File: src/rtl/bitop_pkg.sv
package bitop_pkg;

    localparam int unsigned INSTR_W = 32;
    localparam int unsigned REG_IDX_W = 5;
    localparam int unsigned FUNC_W = 11;

    localparam logic [5:0] MAJOR_BITOP = 6'b100100;

    localparam logic [FUNC_W-1:0] FN_SRA    = 11'h001;
    localparam logic [FUNC_W-1:0] FN_SRC    = 11'h021;
    localparam logic [FUNC_W-1:0] FN_SRL    = 11'h041;
    localparam logic [FUNC_W-1:0] FN_SEXT8  = 11'h060;
    localparam logic [FUNC_W-1:0] FN_SEXT16 = 11'h061;
    localparam logic [FUNC_W-1:0] FN_CLZ    = 11'h0E0;
    localparam logic [FUNC_W-1:0] FN_SWAPB  = 11'h1E0;
    localparam logic [FUNC_W-1:0] FN_SWAPH  = 11'h1E2;
    localparam logic [FUNC_W-1:0] FN_IHINT  = 11'h068;

    typedef enum logic [3:0] {
        K_NONE,
        K_SRA,
        K_SRL,
        K_SRC,
        K_SEXT8,
        K_SEXT16,
        K_CLZ,
        K_SWAPB,
        K_SWAPH,
        K_HINT
    } op_kind_e;

    typedef struct packed {
        op_kind_e kind;
        logic     wr_reg;
        logic     wr_carry;
        logic     bad;
        logic     hint;
    } dec_t;

    // Leading-zero count; returns the full width for an all-zero word.
    function automatic logic [7:0] lead_zeros(input logic [INSTR_W-1:0] v, input int unsigned w);
        logic [7:0] n;
        n = 8'(w);
        for (int unsigned i = 0; i < w; i++) begin
            if (v[i]) n = 8'(w - 1 - i);
        end
        return n;
    endfunction

endpackage

File: src/rtl/bitop_decode.sv
module bitop_decode
    import bitop_pkg::*;
#(
    parameter bit CLZ_EN = 1'b1
) (
    input  logic [INSTR_W-1:0] instr,
    output dec_t               dec
);
    logic [5:0]           major;
    logic [REG_IDX_W-1:0] dst;
    logic [REG_IDX_W-1:0] third;
    logic [FUNC_W-1:0]    fn;
    logic                 unused_src_field;
    logic                 data_hint;

    assign major = instr[31:26];
    assign dst   = instr[25:21];
    assign third = instr[15:11];
    assign fn    = instr[FUNC_W-1:0];
    assign unused_src_field = ^instr[20:16];

    always_comb begin
        casez (fn)
            11'b?00?11?01?0: data_hint = 1'b1;
            default:         data_hint = 1'b0;
        endcase
    end

    always_comb begin
        dec = '{kind: K_NONE, wr_reg: 1'b0, wr_carry: 1'b0, bad: 1'b1, hint: 1'b0};
        if (major == MAJOR_BITOP) begin
            if (third == '0) begin
                unique case (fn)
                    FN_SRA:    dec = '{K_SRA,    1'b1, 1'b1, 1'b0, 1'b0};
                    FN_SRL:    dec = '{K_SRL,    1'b1, 1'b1, 1'b0, 1'b0};
                    FN_SRC:    dec = '{K_SRC,    1'b1, 1'b1, 1'b0, 1'b0};
                    FN_SEXT8:  dec = '{K_SEXT8,  1'b1, 1'b0, 1'b0, 1'b0};
                    FN_SEXT16: dec = '{K_SEXT16, 1'b1, 1'b0, 1'b0, 1'b0};
                    FN_SWAPB:  dec = '{K_SWAPB,  1'b1, 1'b0, 1'b0, 1'b0};
                    FN_SWAPH:  dec = '{K_SWAPH,  1'b1, 1'b0, 1'b0, 1'b0};
                    FN_CLZ: begin
                        if (CLZ_EN) dec = '{K_CLZ, 1'b1, 1'b0, 1'b0, 1'b0};
                    end
                    default: ;
                endcase
            end
            if (dec.bad && dst == '0 && (data_hint || fn == FN_IHINT)) begin
                dec = '{K_HINT, 1'b0, 1'b0, 1'b0, 1'b1};
            end
        end
    end

endmodule

File: src/rtl/bitop_datapath.sv
module bitop_datapath
    import bitop_pkg::*;
#(
    parameter int unsigned DATA_W = 32,
    parameter bit          CLZ_EN = 1'b1
) (
    input  op_kind_e          kind,
    input  logic [DATA_W-1:0] opa,
    input  logic              carry_in,
    output logic [DATA_W-1:0] result,
    output logic              carry_out
);
    localparam int unsigned BYTES = DATA_W / 8;
    localparam int unsigned HALF  = DATA_W / 2;

    logic [DATA_W-1:0] byte_rev;
    logic [DATA_W-1:0] half_rev;
    logic [DATA_W-1:0] zcount;
    logic              fill;

    for (genvar b = 0; b < BYTES; b++) begin : g_brev
        assign byte_rev[8*b +: 8] = opa[DATA_W-8-8*b +: 8];
    end

    assign half_rev = {opa[HALF-1:0], opa[DATA_W-1:HALF]};

    if (CLZ_EN) begin : g_clz
        logic [INSTR_W-1:0] wide;
        logic [7:0]         cnt;
        assign wide   = INSTR_W'(opa);
        assign cnt    = lead_zeros(wide, DATA_W);
        assign zcount = DATA_W'(cnt);
    end else begin : g_noclz
        assign zcount = '0;
    end

    always_comb begin
        unique case (kind)
            K_SRA:   fill = opa[DATA_W-1];
            K_SRC:   fill = carry_in;
            default: fill = 1'b0;
        endcase
    end

    assign carry_out = opa[0];

    always_comb begin
        unique case (kind)
            K_SRA, K_SRL, K_SRC: result = {fill, opa[DATA_W-1:1]};
            K_SEXT8:  result = {{(DATA_W-8){opa[7]}}, opa[7:0]};
            K_SEXT16: result = {{(DATA_W-16){opa[15]}}, opa[15:0]};
            K_CLZ:    result = zcount;
            K_SWAPB:  result = byte_rev;
            K_SWAPH:  result = half_rev;
            default:  result = '0;
        endcase
    end

endmodule

File: src/rtl/bitop_unit.sv
module bitop_unit
    import bitop_pkg::*;
#(
    parameter int unsigned DATA_W = 32,
    parameter bit          CLZ_EN = 1'b1
) (
    input  logic                 valid,
    input  logic [INSTR_W-1:0]   instr,
    input  logic [DATA_W-1:0]    opa,
    input  logic                 carry_in,
    input  logic                 user_mode,
    output logic [DATA_W-1:0]    result,
    output logic [REG_IDX_W-1:0] rd_idx,
    output logic                 rd_we,
    output logic                 carry_out,
    output logic                 carry_we,
    output logic                 illegal,
    output logic                 priv_trap
);
    dec_t dec;

    bitop_decode #(.CLZ_EN(CLZ_EN)) u_decode (
        .instr (instr),
        .dec   (dec)
    );

    bitop_datapath #(.DATA_W(DATA_W), .CLZ_EN(CLZ_EN)) u_datapath (
        .kind      (dec.kind),
        .opa       (opa),
        .carry_in  (carry_in),
        .result    (result),
        .carry_out (carry_out)
    );

    assign rd_idx    = instr[25:21];
    assign rd_we     = valid & dec.wr_reg & (rd_idx != '0);
    assign carry_we  = valid & dec.wr_carry;
    assign illegal   = valid & dec.bad;
    assign priv_trap = valid & dec.hint & user_mode;

endmodule

File: config.mk
export PLATFORM = sky130hd
export DESIGN_NAME = bitop_unit
export DESIGN_NICKNAME = d
export VERILOG_FILES = /design/src/rtl/bitop_pkg.sv /design/src/rtl/bitop_decode.sv /design/src/rtl/bitop_datapath.sv /design/src/rtl/bitop_unit.sv
export SDC_FILE = /design/constraint.sdc
export NUM_CORES = 1
export LEC_CHECK = 0
export ABC_AREA = 1
export BUFFER_PORTS_ARGS = -buffer_cell sky130_fd_sc_hd__buf_2
export CORE_MARGIN = 4
export CORE_UTILIZATION = 44
export DETAILED_ROUTE_END_ITERATION = 12
export PLACE_DENSITY = 0.84
export SLEW_MARGIN = 20
export SYNTH_ARGS = -nofsm -noshare
export SYNTH_HDL_FRONTEND = slang
export SYNTH_SLANG_ARGS = --single-unit
export TNS_END_PERCENT = 100
File: constraint.sdc
create_clock -name vclk -period 4.1
set_input_delay 0.82 -clock vclk [all_inputs]
set_output_delay 0.82 -clock vclk [all_outputs]
set_load 0.05 [all_outputs]
==> flow_summary.yaml <==
cells_and_area:
  regArea_sq_um: 0
  area_growth_pct: 38.88
  n_fill_cell: 352
  fin_nets: 460
  drive_gt1_share_pct: 36.83
  final_cell_area_sq_um: 2203
  seq_cell_count: 0
  antenna_cells: 0
  clkbuf_count: 0
drt:
  wl_um: 6978
  via_per_inst: 5.984
  met2_length_um: 3310
  wl_met3_um: 900
  wl_per_cell_um: 15.97
  drtAntennaViolNets: 0
  first_pass_iters: 5
  drc: 0
  drtIter0Drc: 360
  dr.max_layer_used: "met4"
  route.vias.total: 2615
  met1Wirelength_um: 2628
grt:
  grt_pass1_vias: 2287
  gr-total-overflow: 0
  grt_pass1_wl_um: 10430
  antenna_found_initial: 0
  grt_usage_pct: 28.76
  grt_max_degree: 26
power_and_ir_drop:
  powerDensity_nw_per_um2: 54.06
  peakVddDrop_mv: 0.03655
  leakage_nw: 1.237
die:
  die_area_sq_um: 4630
  io-pin-count: 109
  start_util_pct: 46.45
  core-area_sq_um: 3416
  rows: 21
  die_y_um: 68.05
  fp.dieW_um: 68.05
timing:
  slew_violations: 0
  finalSetupTns_ns: 0
  report.final.hold_viol_count: 0
  tightest_slew_ns: 0.6230
  whs_ns: 1.943
  fmax_mhz: 253.4
  max-slew-margin-rel_pct: 58.08
  fin_crit_ns: 3.946
  setup_viol: 0
  period_share_pct: 96.24
  rsz0062_at_grt: "yes"
place:
  post_dp_cell_area_sq_um: 2113
  dp_hpwl_um: 5564
  portBuffers: 104
  place.gp.congestion: 0.9783
setup_path:
  worstPathArrival_ns: 3.13
  crit_path_start_kind: "input port"
  critPathKind: "input port to primary output"
  required_ns: 3.28
  path_max_fanout: 9
  worstSetupEndpointType: "primary output"
  crit_start: "instr[2]"
yosys:
  synthCells: 293
  syn_area_sq_um: 1587
  yosys-top-cells-area: "nand2_1, inv_1, o22ai_1"
  syn-num-nets: 360
  synth_top_area_cell: "nand2_1"
  ys_seq_area_share_pct: 0
  yosys.cell_types.count: 46
  yosysTopAreaCellShare_pct: 17.03
  synth.avg_cell_area_sq_um: 5.415
  ys_warn_count: 0
worst_hold_path:
  hold_depth: 2
  min-delay-path-class: "input port to primary output"
  min_to: "rd_idx[3]"
  hold_start: "instr[24]"
job:
  drv_cap: 0
clock_network:
  ctsHoldBuffers: 0
status:
  status: "complete, no violations"
==> layout by cell type (no fill, tap or decap), types with 5 or more instances in the layout <==
cell type / n
buf_2: 94
nand2_1: 72
inv_1: 44
nor2_1: 23
o22ai_1: 21
a21oi_1: 19
nor3_1: 9
nand3_1: 9
buf_4: 9
a221oi_1: 8
nor4_1: 7
inv_2: 6
o221ai_1: 6
clkbuf_4: 6
nand4_1: 5
o21ai_0: 5
==> worst max-delay path by stage <==
stage / endpoint / cells past startpoint
after global routing: result[12] / 15
after CTS: result[1] / 17
after floorplan: result[13] / 11
after detailed placement: result[1] / 17
final: result[17] / 18
after global placement: result[1] / 13
==> cells in the mapped netlist (all sizes together) <==
cell type	count
o221ai	7
a21oi	19
a221oi	9
o22ai	23
nand2	75
o41ai	1
nand4	5
nor2	27
or3	1
a2111o	2
or4	1
a2111oi	1
o32ai	1
o211ai	1
nor4	7
o21ai	11
nand3	10
nor3b	3
o2111ai	2
clkbuf	2
a211oi	1
nor3	11
buf	12
a21boi	2
o311ai	1
nor4b	2
a211o	1
inv	53
a31oi	2
==> cells by family after synthesis <==
| logic type | after synthesis | share of synthesized area, % |
|---|---|---|
| AND/OR/NAND/NOR | 142 | 42.67 |
| AO/OA/AOI/OAI | 84 | 38.09 |
| buffers and inverters | 67 | 19.24 |
==> stage by stage <==
step           setup slack, ns  std cells  power, mW  utilization (%)
5_1_grt               -0.05028        437     0.1288            64.51
4_1_cts                0.02892        435     0.1150            61.87
6_report                0.1541        437     0.1191            64.51
3_5_place_dp           0.04349        435     0.1146            61.87
2_1_floorplan          0.05021        293    0.05648                -
3_3_place_gp           0.09793        435     0.1143            61.87
==> area by class of cell <==
cell class	instances	area [sq um]	area share, %
multi-input cells	226	1323	60.02
inverters	53	206.4	9.370
well taps	46	57.56	2.612
repair buffers	112	616.8	28.00
==> power by group <==
part           internal (mW)  switching (mW)
clock                      0               0
sequential                 0               0
combinational         0.0392          0.0800
==> critical path, stage by stage <==
cell	delay [ns]
buf_2	0.11
inv_1	0.07
nand2_2	0.07
nor3_1	0.15
nand2_1	0.15
a2111oi_4	0.24
nor2_1	0.09
a21boi_2	0.22
o21ai_2	0.10
nand2_4	0.11
inv_4	0.06
nand2_1	0.10
nand3_4	0.12
buf_4	0.21
o22ai_1	0.14
a21oi_1	0.08
nand2_1	0.08
buf_4	0.20
==> metal layers <==
metal,vias to the layer above,GRT usage [%]
met5,-,0
met4,0,6.203
met3,16,2.299
met2,204,49.94
met1,1164,38.37
li1,1231,-
==> what timing repair did <==
| action | in CTS | in global routing |
|---|---|---|
| resized for setup | 0 | 25 |
| setup buffers | 0 | 2 |
| setup endpoints to repair | 0 | 32 |
Note: power is estimated with default switching activity, not from simulation.
